**src/rtl/dbg_addr_pkg.sv**
```systemverilog
package dbg_addr_pkg;

    typedef enum logic [2:0] {
        RGN_UNIF,
        RGN_INSN,
        RGN_DATA,
        RGN_DXLT,
        RGN_IXLT,
        RGN_NONE
    } region_e;

    typedef enum logic [2:0] {
        ST_IDLE,
        ST_ROUTE,
        ST_WAIT_DX,
        ST_WAIT_IX,
        ST_DONE
    } state_e;

    function automatic logic is_direct(input region_e r);
        return (r == RGN_UNIF) || (r == RGN_INSN) || (r == RGN_DATA);
    endfunction

endpackage

```
**src/rtl/dbg_addr_seg_remap.sv**
```systemverilog
module dbg_addr_seg_remap #(
    parameter int CODE_W = 8
) (
    input  logic              alt_num,
    input  logic [CODE_W-1:0] code_in,
    output logic [CODE_W-1:0] code_out
);
    // Alternate numbering: a fixed renumbering applied ahead of the decode.
    always_comb begin
        code_out = code_in;
        if (alt_num) begin
            unique case (code_in)
                CODE_W'(8'h00): code_out = CODE_W'(8'h10);
                CODE_W'(8'h01): code_out = CODE_W'(8'h11);
                CODE_W'(8'h10): code_out = CODE_W'(8'h02);
                CODE_W'(8'h11): code_out = CODE_W'(8'h01);
                CODE_W'(8'h12): code_out = CODE_W'(8'h00);
                default:        code_out = code_in;
            endcase
        end
    end
endmodule

```
**src/rtl/dbg_addr_seg_classify.sv**
```systemverilog
module dbg_addr_seg_classify
    import dbg_addr_pkg::*;
#(
    parameter int CODE_W = 8
) (
    input  logic [CODE_W-1:0] code,
    output region_e           region
);
    always_comb begin
        unique case (code)
            CODE_W'(8'h00): region = RGN_UNIF;
            CODE_W'(8'h01): region = RGN_INSN;
            CODE_W'(8'h02): region = RGN_DATA;
            CODE_W'(8'h10): region = RGN_DXLT;
            CODE_W'(8'h11): region = RGN_IXLT;
            default:        region = RGN_NONE;
        endcase
    end
endmodule

```
**src/rtl/dbg_addr_direct.sv**
```systemverilog
module dbg_addr_direct
    import dbg_addr_pkg::*;
#(
    parameter int              ADDR_W    = 32,
    parameter int              OFF_W     = 24,
    parameter int              CNT_W     = 16,
    parameter int              SEG_BYTES = 32'h0002_0000,
    parameter logic [ADDR_W-1:0] UNIF_BASE = 32'h4000_0000,
    parameter logic [ADDR_W-1:0] INSN_BASE = 32'h5000_0000,
    parameter logic [ADDR_W-1:0] DATA_BASE = 32'h6000_0000
) (
    input  region_e           region,
    input  logic [OFF_W-1:0]  offset,
    input  logic [CNT_W-1:0]  count,
    output logic [ADDR_W-1:0] phys,
    output logic [CNT_W-1:0]  count_out
);
    localparam int SEG_LG = $clog2(SEG_BYTES);
    localparam int ROOM_W = SEG_LG + 1;
    localparam int CMP_W  = (ROOM_W > CNT_W) ? ROOM_W : CNT_W;

    generate
        if ((SEG_BYTES & (SEG_BYTES - 1)) != 0) begin : g_seg_not_pow2
            $error("SEG_BYTES must be a power of two");
        end
        if (SEG_LG > OFF_W) begin : g_seg_too_big
            $error("SEG_BYTES must not exceed the offset range");
        end
    endgenerate

    logic [SEG_LG-1:0] off_in_seg;
    logic [CMP_W-1:0]  room;
    logic [CMP_W-1:0]  cnt_wide;
    logic [ADDR_W-1:0] base;

    always_comb begin
        off_in_seg = offset[SEG_LG-1:0];
        room       = CMP_W'(SEG_BYTES) - CMP_W'(off_in_seg);
        cnt_wide   = CMP_W'(count);
        // Clipped value is below count, so it always fits CNT_W.
        count_out  = (cnt_wide > room) ? CNT_W'(room) : count;
    end

    always_comb begin
        unique case (region)
            RGN_INSN: base = INSN_BASE;
            RGN_DATA: base = DATA_BASE;
            default:  base = UNIF_BASE;
        endcase
        phys = base + ADDR_W'(offset);
    end
endmodule

```
**src/rtl/dbg_addr_router.sv**
```systemverilog
module dbg_addr_router
    import dbg_addr_pkg::*;
#(
    parameter int                ADDR_W    = 32,
    parameter int                OFF_W     = 24,
    parameter int                CNT_W     = 16,
    parameter int                SEG_BYTES = 32'h0002_0000,
    parameter logic [ADDR_W-1:0] UNIF_BASE = 32'h4000_0000,
    parameter logic [ADDR_W-1:0] INSN_BASE = 32'h5000_0000,
    parameter logic [ADDR_W-1:0] DATA_BASE = 32'h6000_0000
) (
    input  logic              clk,
    input  logic              rst_n,
    input  logic              cfg_wr_en,
    input  logic              cfg_alt_num,
    input  logic              req_valid,
    output logic              req_ready,
    input  logic [ADDR_W-1:0] req_addr,
    input  logic [CNT_W-1:0]  req_count,
    output logic              rsp_valid,
    output logic [ADDR_W-1:0] rsp_phys,
    output logic [CNT_W-1:0]  rsp_count,
    output logic              dx_req_valid,
    output logic [OFF_W-1:0]  dx_req_offset,
    output logic [CNT_W-1:0]  dx_req_count,
    input  logic              dx_rsp_valid,
    input  logic [ADDR_W-1:0] dx_rsp_phys,
    input  logic [CNT_W-1:0]  dx_rsp_count,
    output logic              ix_req_valid,
    output logic [OFF_W-1:0]  ix_req_offset,
    output logic [CNT_W-1:0]  ix_req_count,
    input  logic              ix_rsp_valid,
    input  logic [ADDR_W-1:0] ix_rsp_phys,
    input  logic [CNT_W-1:0]  ix_rsp_count
);
    localparam int CODE_W = ADDR_W - OFF_W;

    state_e            state_q, state_d;
    logic              alt_num_q;
    region_e           region_c, lat_region;
    logic [CODE_W-1:0] code_mapped;
    logic [OFF_W-1:0]  lat_off;
    logic [CNT_W-1:0]  lat_cnt;
    logic [ADDR_W-1:0] dir_phys, phys_q;
    logic [CNT_W-1:0]  dir_cnt, cnt_q;
    logic              accept;

    // Decode at the accept edge: numbering bit is sampled here.
    dbg_addr_seg_remap #(.CODE_W(CODE_W)) u_remap (
        .alt_num  (alt_num_q),
        .code_in  (req_addr[ADDR_W-1:OFF_W]),
        .code_out (code_mapped)
    );

    dbg_addr_seg_classify #(.CODE_W(CODE_W)) u_classify (
        .code   (code_mapped),
        .region (region_c)
    );

    dbg_addr_direct #(
        .ADDR_W    (ADDR_W),
        .OFF_W     (OFF_W),
        .CNT_W     (CNT_W),
        .SEG_BYTES (SEG_BYTES),
        .UNIF_BASE (UNIF_BASE),
        .INSN_BASE (INSN_BASE),
        .DATA_BASE (DATA_BASE)
    ) u_direct (
        .region    (lat_region),
        .offset    (lat_off),
        .count     (lat_cnt),
        .phys      (dir_phys),
        .count_out (dir_cnt)
    );

    assign accept = (state_q == ST_IDLE) && req_valid;

    // Next-state logic.
    always_comb begin
        state_d = state_q;
        unique case (state_q)
            ST_IDLE:    if (req_valid) state_d = ST_ROUTE;
            ST_ROUTE: begin
                unique case (lat_region)
                    RGN_DXLT: state_d = ST_WAIT_DX;
                    RGN_IXLT: state_d = ST_WAIT_IX;
                    default:  state_d = ST_DONE;
                endcase
            end
            ST_WAIT_DX: if (dx_rsp_valid) state_d = ST_DONE;
            ST_WAIT_IX: if (ix_rsp_valid) state_d = ST_DONE;
            ST_DONE:    state_d = ST_IDLE;
            default:    state_d = ST_IDLE;
        endcase
    end

    // State register.
    always_ff @(posedge clk or negedge rst_n) begin
        if (!rst_n) state_q <= ST_IDLE;
        else        state_q <= state_d;
    end

    // Outputs decoded from state.
    always_comb begin
        req_ready     = (state_q == ST_IDLE);
        rsp_valid     = (state_q == ST_DONE);
        dx_req_valid  = (state_q == ST_WAIT_DX);
        ix_req_valid  = (state_q == ST_WAIT_IX);
        dx_req_offset = lat_off;
        dx_req_count  = lat_cnt;
        ix_req_offset = lat_off;
        ix_req_count  = lat_cnt;
        rsp_phys      = phys_q;
        rsp_count     = cnt_q;
    end

    // Numbering bit, written through the control port.
    always_ff @(posedge clk or negedge rst_n) begin
        if (!rst_n)         alt_num_q <= 1'b0;
        else if (cfg_wr_en) alt_num_q <= cfg_alt_num;
    end

    // Request latch and result registers.
    always_ff @(posedge clk or negedge rst_n) begin
        if (!rst_n) begin
            lat_region <= RGN_NONE;
            lat_off    <= '0;
            lat_cnt    <= '0;
            phys_q     <= '0;
            cnt_q      <= '0;
        end else begin
            if (accept) begin
                lat_region <= region_c;
                lat_off    <= req_addr[OFF_W-1:0];
                lat_cnt    <= req_count;
            end
            if (state_q == ST_ROUTE) begin
                if (is_direct(lat_region)) begin
                    phys_q <= dir_phys;
                    cnt_q  <= dir_cnt;
                end else begin
                    phys_q <= '0;
                    cnt_q  <= '0;
                end
            end
            if ((state_q == ST_WAIT_DX) && dx_rsp_valid) begin
                phys_q <= dx_rsp_phys;
                cnt_q  <= dx_rsp_count;
            end
            if ((state_q == ST_WAIT_IX) && ix_rsp_valid) begin
                phys_q <= ix_rsp_phys;
                cnt_q  <= ix_rsp_count;
            end
        end
    end
endmodule

```
**config.mk**
```make
export PLATFORM = sky130hd
export DESIGN_NAME = dbg_addr_router
export DESIGN_NICKNAME = d
export VERILOG_FILES = /design/src/rtl/dbg_addr_pkg.sv /design/src/rtl/dbg_addr_seg_remap.sv /design/src/rtl/dbg_addr_seg_classify.sv /design/src/rtl/dbg_addr_direct.sv /design/src/rtl/dbg_addr_router.sv
export SDC_FILE = /design/constraint.sdc
export NUM_CORES = 1
export LEC_CHECK = 0
export BUFFER_PORTS_ARGS = -buffer_cell sky130_fd_sc_hd__buf_2
export CAP_MARGIN = 20
export CORE_UTILIZATION = 50
export CTS_CLUSTER_DIAMETER = 40
export DETAILED_ROUTE_END_ITERATION = 7
export HOLD_SLACK_MARGIN = 0.02
export PLACE_DENSITY = 0.93
export SETUP_SLACK_MARGIN = 0.4
export SYNTH_ARGS = -nofsm -noshare
export SYNTH_HDL_FRONTEND = slang
export SYNTH_HIERARCHICAL = 1
export SYNTH_SLANG_ARGS = --single-unit
```
**constraint.sdc**
```tcl
create_clock -name clk -period 4.36 [get_ports clk]
set_input_delay 0.218 -clock clk [delete_from_list [all_inputs] [get_ports clk]]
set_output_delay 0.218 -clock clk [all_outputs]
set_load 0.01 [all_outputs]
```
==> flow_metrics.env <==
export IMPL_synth_seq_cells=95
export IMPL_clk_transition_reported_paths_ns=0.06
export IMPL_maxSlewHeadroom_pct=31.8
export IMPL_nNetsFinal=1119
export IMPL_clk_latency_ns=0.35
export IMPL_final_antenna_net_count=0
export IMPL_die_y_um=121
export IMPL_cap_violations=0
export IMPL_io_pins=283
export IMPL_p_leak_uw=0.00388
export IMPL_postSynthCellCount=766
export IMPL_synthToLayoutAreaGrowth_pct=19.4
export IMPL_synth_largest_area_cell="dfrtp_1"
export IMPL_multi_input_area_sq_um=3710
export IMPL_status="completed"
export IMPL_first_global_vias=6416
export IMPL_max_freq_mhz=252
export IMPL_timing_final_crit_share_pct=90.9
export IMPL_num_vias=6789
export IMPL_core_region_area_sq_um=13800
export IMPL_total_power_uw=6500
export IMPL_routed_wl_mm=22.8
export IMPL_tightest_slew_ns=1.02
export IMPL_syn_area_sq_um=7050
export IMPL_routabilityCongestion=0.948
export IMPL_dieArea_sq_um=14600
export IMPL_final_common_cell="buf_2"
export IMPL_required_ns=4.57
export IMPL_synth_main_ff_cell="dfrtp_1"
export IMPL_drc=0
export IMPL_crit_path_max_fanout=7
export IMPL_num_rows=43
export IMPL_htreeDepth=3
export IMPL_antenna_found_initial=0
export IMPL_synth_cell_type_count=60
export IMPL_synth_top_area_share_pct=33.0
export IMPL_cts_buffers=9
export IMPL_final_layout_size_suffix_gt1_share_pct=44.7
export IMPL_numPortBuffers=282
export IMPL_setup_violations=0
export IMPL_yosys_warnings=6
export IMPL_syn_avg_cell_area_sq_um=9.21
export IMPL_rsz0062_at_grt="true"
export IMPL_grt_usage_pct=30.9
export IMPL_first_iter_violations=615
export IMPL_cts_sink_count=95
export IMPL_p_per_area_nw_per_um2=772
export IMPL_ys_seq_area_share_pct=33.7
export IMPL_cts_tree="yes"
export IMPL_synthArstFlopShare_pct=100
export IMPL_max_vdd_ir_drop_mv=0.357
export IMPL_grt_pass1_wl_mm=34.4
export IMPL_arrival_ns=4.18
export IMPL_hold_path_class="input port to flop"
export IMPL_dpl_hpwl_mm=16.2
export IMPL_die_w_um=121
export IMPL_overflow=0
export IMPL_finalCriticalPeriod_ns=3.97
export IMPL_final_fill_count=1182
export IMPL_routedWlPerCell_um=20.1
export IMPL_first_pass_iters=5
export IMPL_mostFrequentLayoutCells="281 x buf_2, 103 x a21oi_1, 88 x dfrtp_1"
export IMPL_clock_skew_ns=0.00921
export IMPL_end_kind="flop"
export IMPL_regArea_sq_um=2390
export IMPL_diodes=0
export IMPL_synth_top_cells_by_area="dfrtp_1 33%, buf_4 8.0%, a21oi_1 7.5%, o32ai_2 6.9%, mux2_2 5.7%"
export IMPL_finalSetupTns_ns=0
export IMPL_cts_max_path_buffers=2
export IMPL_start_kind="flop"
export IMPL_worstSetupPathType="flop to flop"
export IMPL_initial_utilization_pct=51.0
export IMPL_via_per_inst=5.98
export IMPL_drv_slew=0
export IMPL_grt_max_degree=57
export IMPL_clock_root_buffer="clkbuf_16"
export IMPL_hold_viol_final=0
export IMPL_synth_edff_count=0
stage by stage:
step           cell area [sq um]  hold WS [ns]  instances  util, %  worst slack [ns]
4_1_cts                     8320        0.0706       1129     60.2             0.421
6_report                    8420        0.0842       1135     60.9             0.395
5_1_grt                     8420        0.0820       1135     60.9             0.271
2_1_floorplan               7070       -0.0776        770        -             0.446
3_3_place_gp                7990         0.237       1110     57.8             0.371
3_5_place_dp                7990         0.237       1110     57.8             0.193
cells by family (layout without fill, tap and decap cells):
logic type	count (synthesis)	after routing	synth area share (%)
AO/OA/AOI/OAI	219	219	24.9
XOR/XNOR	15	15	1.86
adder cells (fa/ha/maj)	18	18	3.16
buffers and inverters	190	375	15.1
flip-flops	95	95	33.7
multiplexers	61	61	9.45
other	2	6	0.106
AND/OR/NAND/NOR	166	166	11.6
where the power goes:
| group | switching [uW] | leakage, uW | internal [uW] |
|---|---|---|---|
| Sequential | 622 | 0.00118 | 1310 |
| Clock | 330 | 0.000133 | 415 |
| Combinational | 2100 | 0.00257 | 1730 |
| Total | 3050 | 0.00388 | 3450 |
flip-flops by register name (all words and copies together) (netlist names):
signal         count
alt_num_q          1
dx_req_count      16
dx_req_offset     24
lat_region         3
rsp_count         16
rsp_phys          32
state_q            3
metal layers:
layer  GRT usage [%]  vias up  share of wire, %
met5               0        -                 0
li1                -     3011                 -
met3            6.37       86               8.6
met1            37.9     3264                39
met4            13.6        0               4.3
met2            52.4      428                48
critical path, cell delays in order (launching register included):
cell and delay, ns:
dfrtp_2 0.45, or3_4 0.36, or3b_4 0.42, or4_4 0.45
nand2b_4 0.16, xnor2_2 0.15, ha_1 0.33, nand4_1 0.13
nor2_2 0.16, o41ai_2 0.11, a211oi_4 0.34, buf_6 0.19
mux2_2 0.35, a2bb2oi_2 0.13, o32ai_1 0.10
final cells by class:
cell class	instances	share of cell area, %
repair buffers	305	19.3
well taps	180	2.67
clock inverters	1	0.0594
clock buffers	14	3.13
multi-input cells	485	44.1
inverters	55	2.45
flip-flops and latches	95	28.3
synthesized netlist by cell type (2+ instances only):
| cell type | number |
|---|---|
| a21oi_1 | 106 |
| dfrtp_1 | 93 |
| buf_4 | 75 |
| nand2_1 | 56 |
| inv_1 | 55 |
| nor2_1 | 47 |
| mux2_2 | 36 |
| o32ai_2 | 30 |
| buf_2 | 26 |
| clkbuf_1 | 25 |
| a2bb2oi_1 | 23 |
| nand3_1 | 20 |
| o21ai_0 | 19 |
| ha_1 | 17 |
| mux2i_1 | 16 |
| o32a_1 | 15 |
| a2bb2oi_2 | 10 |
| mux2_1 | 9 |
| nor3_1 | 8 |
| xor2_1 | 8 |
| xnor2_1 | 7 |
| buf_1 | 4 |
| buf_6 | 3 |
| nand2b_1 | 3 |
| nand4_1 | 3 |
| nor4_1 | 3 |
| o32ai_1 | 3 |
| or3_1 | 3 |
| a21o_1 | 2 |
| and2_1 | 2 |
| and3_1 | 2 |
| conb_1 | 2 |
| dfstp_2 | 2 |
| nand3b_1 | 2 |
| nor2b_1 | 2 |
| nor3_4 | 2 |
| nor3b_1 | 2 |
| o21a_1 | 2 |
| or4_1 | 2 |
what timing repair did:
action	4_1_cts	5_1_grt
pin swaps	1	18
setup buffers	2	6
hold endpoints to repair	37	0
resized for setup	9	12
hold buffers	1	0
setup endpoints to repair	16	16
gates cloned	1	0
worst paths after layout:
path                             startpoint                 to  cells past startpoint  slack (ns)
max                        dx_req_offset[3]       rsp_count[1]                     14        0.39
min                            req_addr[10]  dx_req_offset[10]                      2        0.08
max reg2reg                dx_req_offset[3]       rsp_count[1]                     14        0.39
min reg2reg                     rsp_phys[9]        rsp_phys[9]                      1        0.51
max in group asynchronous             rst_n   dx_req_offset[1]                      3        2.79
min in group asynchronous             rst_n        rsp_phys[2]                      2        0.40
No activity file was read; power rests on OpenSTA's default activity.
